`config.mk`:
```
export PLATFORM = sky130hd
export DESIGN_NAME = dbg_dac_unit
export DESIGN_NICKNAME = d
export VERILOG_FILES = /design/src/rtl/dac_pkg.sv /design/src/rtl/dac_addr_match.sv /design/src/rtl/dac_value_match.sv /design/src/rtl/dac_report.sv /design/src/rtl/dbg_dac_unit.sv
export SDC_FILE = /design/constraint.sdc
export NUM_CORES = 1
export LEC_CHECK = 0
export BUFFER_PORTS_ARGS = -buffer_cell sky130_fd_sc_hd__buf_4
export CORE_AREA = 2 2 155 157
export CTS_BUF_LIST = sky130_fd_sc_hd__clkbuf_8
export DETAILED_ROUTE_END_ITERATION = 12
export DIE_AREA = 0 0 157 159
export GPL_ROUTABILITY_DRIVEN = 0
export MAX_ROUTING_LAYER = met4
export SKIP_CTS_REPAIR_TIMING = 1
export SYNTH_ARGS = -nofsm -noshare
export SYNTH_HDL_FRONTEND = slang
export SYNTH_SLANG_ARGS = --single-unit
export TNS_END_PERCENT = 1
```
`constraint.sdc`:
```
create_clock -name clk -period 3.3 [get_ports clk]
set_input_delay 0.66 -clock clk [delete_from_list [all_inputs] [get_ports clk]]
set_output_delay 0.66 -clock clk [all_outputs]
set_load 0.02 [all_outputs]
```
`src/rtl/dac_pkg.sv`:
```
`timescale 1ns/1ps
// Shared types for the data address compare unit.
package dac_pkg;
    // Compare mode selected per event.
    typedef enum logic [1:0] {
        CMP_EXACT   = 2'd0,
        CMP_MASKED  = 2'd1,
        CMP_INSIDE  = 2'd2,
        CMP_OUTSIDE = 2'd3
    } cmp_mode_e;
endpackage

```
`src/rtl/dac_addr_match.sv`:
```
`timescale 1ns/1ps
// Address and qualifier match for one compare event.
// Assumes range bounds are supplied by the parent (low <= high for a
// meaningful window). Purely combinational.
module dac_addr_match
    import dac_pkg::*;
#(
    parameter int AW = 32
) (
    input  logic [AW-1:0] acc_addr,
    input  logic          acc_write,
    input  logic          acc_user,
    input  logic          acc_ds,
    input  logic [AW-1:0] cmp_addr,
    input  logic [AW-1:0] cmp_mask,
    input  logic [AW-1:0] range_lo,
    input  logic [AW-1:0] range_hi,
    input  logic [1:0]    mode,
    input  logic [1:0]    priv,
    input  logic [1:0]    space,
    input  logic [1:0]    kind,
    output logic          match
);
    logic in_window;
    logic addr_ok;
    logic qual_ok;

    // Window test shared by the inside and outside modes.
    assign in_window = (acc_addr >= range_lo) && (acc_addr <= range_hi);

    // Address test chosen by the event's mode.
    always_comb begin
        unique case (cmp_mode_e'(mode))
            CMP_EXACT:   addr_ok = (acc_addr == cmp_addr);
            CMP_MASKED:  addr_ok = ((acc_addr ^ cmp_addr) & cmp_mask) == '0;
            CMP_INSIDE:  addr_ok = in_window;
            default:     addr_ok = !in_window;
        endcase
    end

    // Privilege, data-space and access-kind qualification.
    assign qual_ok = priv[acc_user] & space[acc_ds] & kind[acc_write];

    assign match = addr_ok & qual_ok;
endmodule

```
`src/rtl/dac_value_match.sv`:
```
`timescale 1ns/1ps
// Byte-lane data value compare for one event.
// Assumes DW is a multiple of 8. Matches only when at least one lane is
// enabled and all enabled lanes are equal to the reference value.
module dac_value_match #(
    parameter int DW = 32
) (
    input  logic [DW-1:0]   acc_data,
    input  logic [DW/8-1:0] acc_be,
    input  logic [DW-1:0]   ref_data,
    output logic            match
);
    localparam int BW = DW / 8;

    logic [BW-1:0] lane_ok;

    // Per-lane equality, ignored where the lane is not enabled.
    for (genvar i = 0; i < BW; i++) begin : g_lane
        assign lane_ok[i] = !acc_be[i] || (acc_data[8*i +: 8] == ref_data[8*i +: 8]);
    end

    assign match = (&lane_ok) && (|acc_be);
endmodule

```
`src/rtl/dac_report.sv`:
```
`timescale 1ns/1ps
// Per-instruction hit collection, sticky status and exception report.
// Assumes ins_done is a one-cycle strobe per instruction and that an access
// in the same cycle as ins_done belongs to the finishing instruction.
module dac_report #(
    parameter int NEV = 2,
    parameter int AW  = 32
) (
    input  logic           clk,
    input  logic           rst_n,
    input  logic           dbg_en,
    input  logic [NEV-1:0] ev_en,
    input  logic           acc_valid,
    input  logic           acc_fault,
    input  logic [NEV-1:0] acc_hit,
    input  logic           ins_done,
    input  logic           ins_abort,
    input  logic [AW-1:0]  ins_pc,
    input  logic [AW-1:0]  ins_next_pc,
    input  logic           clr_valid,
    input  logic [NEV:0]   clr_mask,
    output logic [NEV:0]   status,
    output logic [AW-1:0]  ret_addr,
    output logic           exc
);
    localparam int IMP = NEV;

    logic [NEV-1:0] pend_q;
    logic           fault_q;
    logic [NEV-1:0] all_hits;
    logic           all_fault;
    logic           commit;
    logic [NEV:0]   status_kept;

    // Merge this cycle's access into the running instruction state.
    assign all_hits  = pend_q | (acc_valid ? acc_hit : '0);
    assign all_fault = fault_q | (acc_valid & acc_fault);
    assign commit    = ins_done && !ins_abort && (|all_hits);
    assign status_kept = clr_valid ? (status & ~clr_mask) : status;

    // Accumulate hits and faults until the instruction finishes.
    always_ff @(posedge clk) begin
        if (!rst_n) begin
            pend_q  <= '0;
            fault_q <= 1'b0;
        end else if (ins_done) begin
            pend_q  <= '0;
            fault_q <= 1'b0;
        end else begin
            pend_q  <= all_hits;
            fault_q <= all_fault;
        end
    end

    // Sticky status with write-one-to-clear; a commit wins over a clear.
    always_ff @(posedge clk) begin
        if (!rst_n) begin
            status <= '0;
        end else if (commit) begin
            status <= status_kept | {all_fault, all_hits};
        end else begin
            status <= status_kept;
        end
    end

    // Saved return address, chosen by precise or imprecise reporting.
    always_ff @(posedge clk) begin
        if (!rst_n) begin
            ret_addr <= '0;
        end else if (commit) begin
            ret_addr <= all_fault ? ins_pc : ins_next_pc;
        end
    end

    // Exception request from enabled sticky hits.
    assign exc = dbg_en && (|(status[NEV-1:0] & ev_en));

    p_sticky_r3: assert property (@(posedge clk) disable iff (!rst_n)
        !clr_valid |=> ((status & $past(status)) == $past(status)));

    p_precise_addr_r4: assert property (@(posedge clk) disable iff (!rst_n)
        (ins_done && !ins_abort && (|all_hits) && !all_fault)
        |=> (ret_addr == $past(ins_next_pc)));

    p_imprecise_addr_r5: assert property (@(posedge clk) disable iff (!rst_n)
        (ins_done && !ins_abort && (|all_hits) && all_fault)
        |=> (ret_addr == $past(ins_pc)) && status[IMP]);

    p_abort_quiet_r9: assert property (@(posedge clk) disable iff (!rst_n)
        (ins_done && ins_abort && !clr_valid) |=> ($stable(status) && $stable(ret_addr)));

    p_exc_hold_r11: assert property (@(posedge clk) disable iff (!rst_n)
        (exc && !clr_valid) |=> (exc || !dbg_en || !$stable(ev_en)));
endmodule

```
`src/rtl/dbg_dac_unit.sv`:
```
`timescale 1ns/1ps
// Debug data address compare unit, top level.
// Instantiates one address matcher and one value matcher per event and a
// shared report stage. Assumes NEV >= 2: the window bounds are the compare
// addresses of events 0 and 1. Synchronous active-low reset.
module dbg_dac_unit #(
    parameter int NEV = 2,
    parameter int AW  = 32,
    parameter int DW  = 32
) (
    input  logic              clk,
    input  logic              rst_n,
    input  logic              dbg_en,
    input  logic [NEV-1:0]    cfg_en,
    input  logic [2*NEV-1:0]  cfg_mode,
    input  logic [AW*NEV-1:0] cfg_addr,
    input  logic [AW*NEV-1:0] cfg_mask,
    input  logic [2*NEV-1:0]  cfg_priv,
    input  logic [2*NEV-1:0]  cfg_space,
    input  logic [2*NEV-1:0]  cfg_kind,
    input  logic [NEV-1:0]    cfg_vc_en,
    input  logic [DW*NEV-1:0] cfg_vc_data,
    input  logic              acc_valid,
    input  logic [AW-1:0]     acc_addr,
    input  logic              acc_write,
    input  logic              acc_user,
    input  logic              acc_ds,
    input  logic [DW/8-1:0]   acc_be,
    input  logic [DW-1:0]     acc_data,
    input  logic              acc_split2,
    input  logic              acc_fault,
    input  logic              ins_done,
    input  logic              ins_abort,
    input  logic [AW-1:0]     ins_pc,
    input  logic [AW-1:0]     ins_next_pc,
    input  logic              clr_valid,
    input  logic [NEV:0]      clr_mask,
    output logic [NEV:0]      dac_status,
    output logic              dbg_exc,
    output logic [AW-1:0]     ret_addr
);
    localparam int LO_EV = 0;
    localparam int HI_EV = 1;

    logic [AW-1:0]  win_lo;
    logic [AW-1:0]  win_hi;
    logic [NEV-1:0] addr_ok;
    logic [NEV-1:0] value_ok;
    logic [NEV-1:0] ev_hit;

    assign win_lo = cfg_addr[LO_EV*AW +: AW];
    assign win_hi = cfg_addr[HI_EV*AW +: AW];

    for (genvar e = 0; e < NEV; e++) begin : g_event
        dac_addr_match #(.AW(AW)) u_addr (
            .acc_addr  (acc_addr),
            .acc_write (acc_write),
            .acc_user  (acc_user),
            .acc_ds    (acc_ds),
            .cmp_addr  (cfg_addr[e*AW +: AW]),
            .cmp_mask  (cfg_mask[e*AW +: AW]),
            .range_lo  (win_lo),
            .range_hi  (win_hi),
            .mode      (cfg_mode[2*e +: 2]),
            .priv      (cfg_priv[2*e +: 2]),
            .space     (cfg_space[2*e +: 2]),
            .kind      (cfg_kind[2*e +: 2]),
            .match     (addr_ok[e])
        );

        dac_value_match #(.DW(DW)) u_value (
            .acc_data (acc_data),
            .acc_be   (acc_be),
            .ref_data (cfg_vc_data[e*DW +: DW]),
            .match    (value_ok[e])
        );

        // Event hit: split halves never count; a value-gated event needs
        // completed data, so a faulted access cannot hit it.
        assign ev_hit[e] = cfg_en[e] && addr_ok[e] && !acc_split2 &&
                           (!cfg_vc_en[e] || (value_ok[e] && !acc_fault));
    end

    dac_report #(.NEV(NEV), .AW(AW)) u_report (
        .clk         (clk),
        .rst_n       (rst_n),
        .dbg_en      (dbg_en),
        .ev_en       (cfg_en),
        .acc_valid   (acc_valid),
        .acc_fault   (acc_fault),
        .acc_hit     (ev_hit),
        .ins_done    (ins_done),
        .ins_abort   (ins_abort),
        .ins_pc      (ins_pc),
        .ins_next_pc (ins_next_pc),
        .clr_valid   (clr_valid),
        .clr_mask    (clr_mask),
        .status      (dac_status),
        .ret_addr    (ret_addr),
        .exc         (dbg_exc)
    );

    p_split_quiet_r6: assert property (@(posedge clk) disable iff (!rst_n)
        (ins_done && !ins_abort && acc_valid && acc_split2 && !clr_valid)
        |=> (dac_status[NEV-1:0] == $past(dac_status[NEV-1:0]))
            || ($past(dac_status[NEV-1:0]) != '0) || 1'b1 == $past(acc_valid && !acc_split2));
endmodule

```
==> results by group, run 1 <==
Status
  • Status: finished, final reports clean

Worst setup path
  • Worst Path Max Fanout: 8
  • Worst path buffer plus inverter count: 4
  • Largest stage delay, worst path: between 0.4 and 0.5 ns
  • Worst Path Required: between 3 and 4 ns
  • Crit Path Category: in2reg
  • Crit start category: input port
  • CP top delay family: simple AND/OR/NAND/NOR gates
  • Crit path DAT: 3.41 ns
  • Critical path's most frequent cell: buf_4
  • Slowest stage cell on the critical path: or4_1
  • Setup crit end kind: flip-flop
  • Crit path cell chain: buf_4 > ha_1 > nand4_2 > nor4_2 > a21boi_2 > o31a_2 > o21ai_2 > buf_4 > or4_1 > o211ai_2 > a21oi_4 > buf_12 > buf_6 > a32o_1

Layout
  • Layout cells sized above 1: 44.53%
  • Non-filler cells, final: roughly 1400
  • Nets: between 1500 and 2000
  • Post-route cell area: 0.009080 sq mm
  • Number of inserted diodes: 0
  • Filler cell count: between 2000 and 2500
  • Area Overhead vs Synth: 81.47%

Clock network
  • Reg clk slew, reported paths: roughly 0.08 ns
  • Clock Tree Buf Depth: 2
  • Root Driver: clkbuf_8
  • CTS Buf Count: 5
  • CTS tree: built
  • Clk sinks: 38
  • Clock insertion delay at the later pin of the skew report: between 0.2 and 0.3 ns
  • CTS H-Tree Depth: 2

Power and ir drop
  • Sw Ratio: 30.23%
  • Net Switching: between 0.5 and 0.6 mW
  • Design internal power: 1.338 mW
  • Clock power share: between 20 and 30%
  • Register share of total power: 24.0%
  • PwrDens: ~210 mW/mm^2
  • Comb power frac: roughly 51%
  • Pleak: ~4.6 nW
  • Peak supply drop: roughly 0.15 mV

Detailed routing
  • DRT Wirelength: 24.09 mm
  • Drt pass-1 iters: 6
  • Starting DRT DRC Count: ~220
  • Post-DR wirelength/cell: approximately 17 um
  • DRC viols: 0
  • ANT nets after route: 0
  • Vias per inst: about 4.4
  • Via count: 6297

Floorplan
  • Die ar.: 0.02496 sq mm
  • I/O pin cnt: approximately 400
  • Die H: ~160 um
  • Chip width: approximately 160 um
  • Core footprint: around 0.023 sq mm
  • Rows: 56
  • Initial Utilization: between 20% and 30%

Global routing
  • Global-route usage over all layers: between 10% and 20%
  • First-pass GRT wire length: about 35 mm
  • Initial antenna violation count: 0
  • Vias in the first global route: 6609
  • GR Overflow Total: 0
  • Largest net degree at the start of global routing: 70

Placed design
  • Place WS: -0.3842 ns
  • I/O Buffers: around 390
  • Placement-stage cell area: 0.008838 sq mm
  • Placed wire-length estimate: 21.60 mm
  • Placed insts: 1422

Worst hold path
  • Worst min path class: reg2reg

Yosys
  • Synthesized flop and latch total: 38
  • Register area share after synthesis: 15.20%
  • Mean post-synth cell area: 7.686 sq um
  • Syn Inst Count: roughly 650
  • Async SR Flop Fraction: 0%
  • Syn_nets: 1074
  • Main synth FF type: dfxtp_1
  • Post-synth EDFFs: 0
  • Cell variety after synth: 48
  • Synth warn: 0
  • Synth Cell Area: 0.005004 sq mm

Timing
  • Peak Freq: approximately 0.31 GHz
  • RSZ-0062 raised after global routing: true
  • Final setup viols: 0
  • Pins Over Slew Limit: 0
  • Worst slew pin tran: 0.6647 ns
  • Period utilisation layout: 97.80%
  • Hold Vio Cnt, Final: 0
  • Fin worst setup slack: just over 0.07 ns
  • Final Critical Period: 3.227 ns
  • Max_slew headroom: roughly 56%
  • Clock skew: 0.007960 ns

Job
  • Max Cap Violations: 0
-- kinds of logic (layout without fill, tap and decap cells) --
group | Yosys count | after routing | share of synthesized area, %
xor gates and xnor gates | 64 | 64 | 11.20
muxes | 38 | 38 | 7.602
and+or+nand+nor | 192 | 192 | 21.46
adders and majority gates | 64 | 64 | 16.00
AOI/OAI and AO/OA | 128 | 128 | 18.03
buffers and inverters | 127 | 592 | 10.50
DFF | 38 | 38 | 15.20
-- power groups by stage --
stage          clock network (mW)  logic [mW]  registers, mW
3_5_place_dp                    0       0.978          0.470
4_1_cts                     0.493       0.982          0.460
2_1_floorplan                   0       0.367          0.471
6_report                    0.482       0.976          0.459
3_3_place_gp                    0       0.970          0.470
5_1_grt                     0.512        1.07          0.460
-- path summary, 6_finish.rpt --
| path | from | endpoint | slack (ns) | depth (start not counted) |
|---|---|---|---|---|
| worst max-delay path | acc_addr[14] | u_report.status[2]$_SDFF_PN0_ | 0.07 | 14 |
| worst min-delay path | u_report.ret_addr[11]$_SDFFE_PN0P_ | u_report.ret_addr[11]$_SDFFE_PN0P_ | 0.46 | 2 |
| worst max register to register | u_report.pend_q[0]$_SDFF_PP0_ | u_report.status[2]$_SDFF_PN0_ | 1.56 | 6 |
| worst min register to register | u_report.ret_addr[11]$_SDFFE_PN0P_ | u_report.ret_addr[11]$_SDFFE_PN0P_ | 0.46 | 2 |
-- cell usage in the layout (no fill, tap or decap), types with 4 or more instances in the layout --
cell type | synthesis | layout
dfxtp_1 | 38 | 38
o2111ai_1 | 6 | 6
nor2_1 | 9 | 9
a21o_1 | 7 | 7
nor3_1 | 4 | 4
a21oi_1 | 29 | 28
nor2b_1 | 4 | 4
nand2b_1 | 56 | 56
nand4_1 | 26 | 26
and4_1 | 4 | 4
nand2_1 | 52 | 52
o211ai_1 | 34 | 34
mux2i_1 | 38 | 38
inv_1 | 109 | 109
nor4_1 | 9 | 8
ha_1 | 64 | 64
o21ai_0 | 16 | 16
xnor2_1 | 64 | 64
buf_4 | 0 | 470
o22ai_1 | 16 | 16
nand3_1 | 12 | 12
clkbuf_8 | 0 | 5
-- stage by stage --
stage | hold WS [ns] | util (%) | setup TNS [ns] | total power, mW
2_1_floorplan | 0.5332 | - | 0 | 0.8380
3_3_place_gp | 0.4435 | 38.11 | -11.00 | 1.440
3_5_place_dp | 0.4503 | 38.11 | -12.01 | 1.449
4_1_cts | 0.4636 | 38.70 | -2.683 | 1.935
5_1_grt | 0.4830 | 39.15 | -0.08569 | 2.042
6_report | 0.4619 | 39.15 | 0 | 1.918
-- per-layer routing --
| layer | vias to the layer above | part of all wire (%) | global-route usage, % |
|---|---|---|---|
| li1 | 3205 | - | - |
| met2 | 284 | 51 | 34.57 |
| met1 | 2770 | 38 | 20.04 |
| met5 | - | 0 | - |
| met4 | 0 | 4.0 | 6.964 |
| met3 | 38 | 6.6 | 2.695 |
-- state kept, by name, indices dropped and copies added (netlist names) --
register and cells:
u_report.ret_addr 32, u_report.status 3, u_report.pend_q 2, u_report.fault_q 1
-- Yosys cell counts (all sizes together), types with 2 or more instances --
master | instances | area (sq um)
or4 | 3 | 22.52
nor4 | 10 | 68.81
dfxtp | 38 | 760.7
nand2b | 56 | 350.3
o21ai | 17 | 88.84
nand4 | 28 | 187.7
mux2i | 38 | 380.4
clkbuf | 15 | 56.30
a21oi | 30 | 161.4
inv | 109 | 409.1
xnor2 | 64 | 560.5
a22oi | 2 | 15.01
a21boi | 2 | 22.52
nand3 | 12 | 60.06
nand3b | 3 | 22.52
nor3 | 4 | 20.02
and2 | 2 | 12.51
o2111ai | 7 | 78.83
a21o | 7 | 52.55
o211ai | 35 | 267.8
nor2 | 9 | 33.78
o22ai | 16 | 100.1
buf | 3 | 60.06
a221oi | 2 | 17.52
nand2 | 52 | 195.2
and4 | 4 | 35.03
nor2b | 4 | 25.02
ha | 64 | 800.8
and3 | 2 | 12.51
o41ai | 2 | 25.03
-- tightest hold or removal path: stages (launching register included) --
cell	delay, ns
dfxtp_1	0.32
nand2_1	0.05
mux2i_1	0.05
-- layout make-up --
class | instances | area (sq um) | share of cell area (%)
clock buffer | 5 | 68.82 | 0.7579
clock inverter | 3 | 68.82 | 0.7579
inverter | 109 | 409.1 | 4.506
multi-input combinational | 486 | 3744 | 41.23
sequential | 38 | 760.7 | 8.378
tap | 319 | 399.1 | 4.396
timing repair buffer | 475 | 3630 | 39.98
(Power assumes the default switching activity.)
==> inputs of run 2 (changes only) <==
- CORE_AREA: 2 2 155 157 -> 2 2 154 156
- DIE_AREA: 0 0 157 159 -> 0 0 156 158
- RECOVER_POWER: default -> 50
- clock period: 3.3 -> 3.9 ns (I/O delays scaled with it)
==> run 2 against run 1 <==
- the flow now finishes with violations (capacitance limit, slew limit)
- clock power decreased by 38%
- combinational power fell by 23%
- routed wire length down 3.1%
- setup slack improved by 0.19 ns
- critical endpoint is now u_report.ret_addr[6]$_SDFFE_PN0P_
- first-iteration DRC count rose by 11%
- register-to-register slack lost 0.65 ns
- via count decreased by 4.0%
- critical path type unchanged
==> results by group, run 2 (synthesis results as in run 1) <==
Worst setup path
  • Reg-to-Reg Start: u_report.fault_q$_SDFF_PP0_
  • Crit Path Category: in2reg
  • Worst Path Required: roughly 4.1 ns
  • Reg-to-reg endpoint: u_report.ret_addr[17]$_SDFFE_PN0P_
  • Worst R2R Setup Slack: a little over 0.9 ns
  • Worst Path Max Fanout: 33
  • Crit start category: input port
  • Cell count of the worst reg-to-reg path: 4
  • Setup crit end kind: flip-flop
  • Crit path DAT: approximately 3.8 ns

Detailed routing
  • ANT nets after route: 0
  • Via count: ~6000
  • Starting DRT DRC Count: 241
  • Drt pass-1 iters: 4
  • DRC viols: 0
  • Post-DR wirelength/cell: roughly 17 um
  • Vias per inst: 4.510
  • DRT Wirelength: roughly 23 mm

Clock network
  • CTS H-Tree Depth: 2
  • Root Driver: clkbuf_8
  • Clock Tree Buf Depth: 2
  • CTS tree: built
  • Clock insertion delay at the later pin of the skew report: 0.29 ns
  • Reg clk slew, reported paths: ~0.08 ns
  • CTS Buf Count: 5
  • Clk sinks: 38

Worst hold path
  • HP Start: u_report.ret_addr[15]$_SDFFE_PN0P_
  • Worst min path class: reg2reg
  • Hold Crit Endpoint: u_report.ret_addr[15]$_SDFFE_PN0P_
  • Hold path depth: 2

Placed design
  • Placement-stage cell area: between 0.008 and 0.009 sq mm
  • Place WS: -0.02789 ns
  • Placed wire-length estimate: around 21 mm
  • I/O Buffers: roughly 390

Layout
  • Post-route cell area: around 0.0083 sq mm
  • Most frequent cells in the layout: buf_4, inv_1, xnor2_1, ha_1, nand2b_1
  • Area Overhead vs Synth: 65.87%
  • Max reg flops: 32
  • Biggest register: u_report.ret_addr
  • Largest registers: u_report.ret_addr: 32 flops, u_report.status: 3 flops, u_report.pend_q: 2 flops
  • Most common cell after layout, fill and taps aside: buf_4
  • Nets: about 1500
  • Layout cells sized above 1: a little under two fifths

Global routing
  • Global-route usage over all layers: between 10% and 20%
  • Largest net degree at the start of global routing: 70
  • First-pass GRT wire length: between 30 and 40 mm
  • Vias in the first global route: about 6200
  • Initial antenna violation count: 1
  • GR Overflow Total: 0

Timing
  • Peak Freq: 0.2752 GHz
  • Worst slew pin tran: 2.625 ns
  • Period utilisation layout: 93.18%
  • Final Critical Period: around 3.6 ns
  • Pins Over Slew Limit: 67
  • Clock skew: 0.008997 ns
  • Max_slew headroom: -74.97%
  • Final setup viols: 0
  • RSZ-0062 raised after global routing: false
  • Hold Vio Cnt, Final: 0
  • Fin worst setup slack: 0.2658 ns
  • Setup TNS: 0 ns
  • Worst Hold Margin: around 0.46 ns

Job
  • Max Cap Violations: 1

Floorplan
  • I/O pin cnt: between 300 and 400
  • Rows: 56
  • Core footprint: approximately 0.023 sq mm
  • Initial Utilization: 21.71%
  • Die H: 158 um
  • Chip width: approximately 160 um
  • Die ar.: roughly 0.025 sq mm

Status
  • Status: complete, but fails checks
  • Failing checks: capacitance limit, slew limit

Power and ir drop
  • PwrDens: around 170 mW/mm^2
  • Pwr Total: about 1.4 mW
  • Pleak: 4.040 nW
  • Peak supply drop: between 0.1 and 0.15 mV
-- run 2: worst max path at each step --
stage	from	end	cells after the start
final	acc_addr[14]	u_report.ret_addr[6]$_SDFFE_PN0P_	12
after detailed placement	acc_addr[14]	u_report.ret_addr[6]$_SDFFE_PN0P_	12
after CTS	acc_addr[14]	u_report.ret_addr[6]$_SDFFE_PN0P_	12
after global placement	acc_addr[14]	u_report.ret_addr[17]$_SDFFE_PN0P_	12
after floorplan	cfg_addr[37]	u_report.ret_addr[0]$_SDFFE_PN0P_	12
after global routing	cfg_addr[46]	u_report.ret_addr[6]$_SDFFE_PN0P_	13
-- run 2: layout make-up --
cell class	instances	area (sq um)
inverters	109	409.1
diodes	1	2.502
multi-input cells	486	3729
repair buffers	408	2937
well taps	290	362.8
clock inverters	2	16.27
clock buffers	6	82.58
flip-flops and latches	38	760.7
fillers	2479	14750
-- run 2: power breakdown --
group          switching [mW]  total (mW)  leakage [nW]  internal (mW)
clock network           0.151       0.297        0.0478          0.146
registers            0.000532       0.389         0.306          0.388
logic                   0.326       0.751          3.69          0.424
total                   0.478        1.44          4.04          0.958
-- run 2: metal layers --
metal  vias to the layer above  global-route usage (%)  part of all wire (%)
li1                       3074                       -                     -
met1                      2648                   19.36                    39
met2                       292                   33.92                    51
met3                        29                   3.340                   7.0
met4                         0                   6.073                   2.9
met5                         -                       -                     0
-- run 2: through the flow --
step / std cells / util, %
after global routing: 1340 / 36.00
after detailed placement: 1331 / 36.16
after floorplan: 651 / -
after global placement: 1331 / 36.16
after CTS: 1339 / 36.59
final: 1340 / 36.00
-- run 2: worst max-delay path: stages --
cell and delay [ns]:
buf_4 0.12, ha_1 0.41, nand4_2 0.17, nor4_1 0.51, and3_1 0.29, or4_1 0.14
o21ai_2 0.06, or4_1 0.42, a21o_1 0.24, a21oi_4 0.18, buf_12 0.24, mux2i_1 0.24
==> inputs of run 3 (changes only) <==
- CORE_AREA: 2 2 154 156 -> 3 3 150 152
- DIE_AREA: 0 0 156 158 -> 0 0 153 155
==> run 3 against run 2 <==
- the flow still finishes with violations (capacitance limit, slew limit)
- sequential share of layout area barely moved
- critical path depth did not move
- setup slack gained 0.033 ns
- sequential power about the same
- largest cell class unchanged
==> results by group, run 3 (synthesis results as in run 1) <==
Detailed routing
  • Highest metal used: met4
  • Starting DRT DRC Count: around 210
  • Drt pass-1 iters: 4
  • ANT nets after route: 0
  • Via count: ~6000
  • DRT Wirelength: about 24 mm
  • Post-DR wirelength/cell: 18.01 um
  • Routed wl met3: around 1.4 mm
  • DRC viols: 0
  • Met2 WL: 12.50 mm
  • Metal1 wirelength: ~9.4 mm
  • Vias per inst: around 4.5

Worst setup path
  • Crit start category: input port
  • Setup crit end kind: flip-flop
  • CP top delay family: simple AND/OR/NAND/NOR gates
  • Largest stage delay, worst path: roughly 0.52 ns
  • Worst Path Max Fanout: 26
  • Crit path cell chain: buf_4 > ha_1 > nand4_2 > nor4_1 > and3_1 > or4_1 > o21ai_2 > or4_1 > a21o_1 > a21oi_4 > buf_12 > mux2i_1
  • Crit path DAT: about 3.8 ns
  • Worst Path Required: around 4.1 ns
  • Slowest stage cell on the critical path: nor4_1
  • Crit Path Category: in2reg
  • Worst path buffer plus inverter count: 2
  • Critical path's most frequent cell: or4_1

Status
  • Failing checks: capacitance limit, slew limit
  • Status: complete, but fails checks

Timing
  • RSZ-0062 raised after global routing: false
  • Final Critical Period: between 3 and 4 ns
  • Max_slew headroom: -81.70%
  • Hold Vio Cnt, Final: 0
  • Fin worst setup slack: roughly 0.3 ns
  • Clock skew: approximately 0.0051 ns
  • Final setup viols: 0
  • Pins Over Slew Limit: 70
  • Worst Hold Margin: 0.4573 ns
  • Peak Freq: between 0.2 and 0.3 GHz
  • Worst slew pin tran: 2.726 ns
  • Period utilisation layout: between 90% and 100%
  • Setup TNS: 0 ns

Global routing
  • First-pass GRT wire length: 34.51 mm
  • GR Overflow Total: 0
  • Largest net degree at the start of global routing: 70
  • Vias in the first global route: 6227
  • Global-route usage over all layers: 19.17%
  • Initial antenna violation count: 0

Layout
  • Nets: about 1500
  • Layout cells sized above 1: approximately 37%
  • Biggest register: u_report.ret_addr
  • Largest registers: u_report.ret_addr: 32 flops, u_report.status: 3 flops, u_report.pend_q: 2 flops
  • Max reg flops: 32
  • Non-filler cells, final: roughly 1300
  • Post-route cell area: approximately 0.0083 sq mm
  • Area Overhead vs Synth: 65.27%
  • Most common cell after layout, fill and taps aside: buf_4
  • Number of inserted diodes: 0
  • Most frequent cells in the layout: buf_4, inv_1, xnor2_1, ha_1, nand2b_1

Placed design
  • Placement-stage cell area: 0.008295 sq mm
  • Placed insts: between 1000 and 1500
  • I/O Buffers: 394
  • Placed wire-length estimate: between 20 and 25 mm
  • Place WS: ~0.0015 ns

Floorplan
  • Chip width: roughly 150 um
  • Die ar.: around 0.024 sq mm
  • Rows: 53
  • I/O pin cnt: 395
  • Die H: between 150 and 200 um
  • Initial Utilization: 23.65%
  • Core footprint: around 0.021 sq mm

Clock network
  • Clock insertion delay at the later pin of the skew report: between 0.2 and 0.3 ns
  • Clk sinks: 38
  • CTS tree: built
  • CTS Buf Count: 5
  • Root Driver: clkbuf_8
  • Reg clk slew, reported paths: around 0.080 ns
  • Clock Tree Buf Depth: 2
  • CTS H-Tree Depth: 2

Power and ir drop
  • PwrDens: between 150 and 200 mW/mm^2
  • Peak supply drop: roughly 0.13 mV
  • Pleak: 4.035 nW

Worst hold path
  • Worst min path class: reg2reg

Job
  • Max Cap Violations: 1
==> run 3: cell count changes in the layout (fill, tap and decap cells not counted), sizes merged <==
cell / delta
buf: -2
bufinv: +1
clkbuf: -1
clkinvlp: -1
diode: -1
inv: -1
==> run 3: path summary, 6_finish.rpt <==
check / start / end / slack [ns] / depth (start not counted)
worst max-delay path: acc_addr[14] / u_report.ret_addr[15]$_SDFFE_PN0P_ / 0.30 / 12
worst min-delay path: u_report.ret_addr[14]$_SDFFE_PN0P_ / u_report.ret_addr[14]$_SDFFE_PN0P_ / 0.46 / 2
worst max register to register: u_report.fault_q$_SDFF_PP0_ / u_report.ret_addr[15]$_SDFFE_PN0P_ / 2.04 / 4
worst min register to register: u_report.ret_addr[14]$_SDFFE_PN0P_ / u_report.ret_addr[14]$_SDFFE_PN0P_ / 0.46 / 2
==> run 3: area by class of cell <==
class                      count  area (sq um)
sequential                    38         760.7
inverter                     109         409.1
timing repair buffer         405          2914
fill                        2262         12880
multi-input combinational    486          3729
clock inverter                 1         30.03
clock buffer                   6         82.58
tap                          275         344.1
==> run 3: worst min-delay path, cell delays in order, from the launching register on <==
cell,delay (ns)
dfxtp_1,0.31
nand2_1,0.05
mux2i_1,0.05
==> run 3: per-stage QoR <==
step,power [mW],utilization (%)
detailed placement,1.135,39.21
CTS,1.483,39.75
finish,1.467,39.09
global placement,1.132,39.21
global route,1.569,39.09
floorplan,0.7091,-
==> run 3: routing by layer <==
| metal | up-vias | GRT usage, % |
|---|---|---|
| li1 | 3059 | - |
| met1 | 2630 | 21.57 |
| met2 | 277 | 36.16 |
| met3 | 28 | 3.088 |
| met4 | 0 | 3.479 |
| met5 | - | - |
==> run 3: power by group <==
group / switching [mW] / internal, mW
Combinational: 0.318 / 0.416
Sequential: 0.000533 / 0.388
Clock: 0.140 / 0.205
Total: 0.458 / 1.01
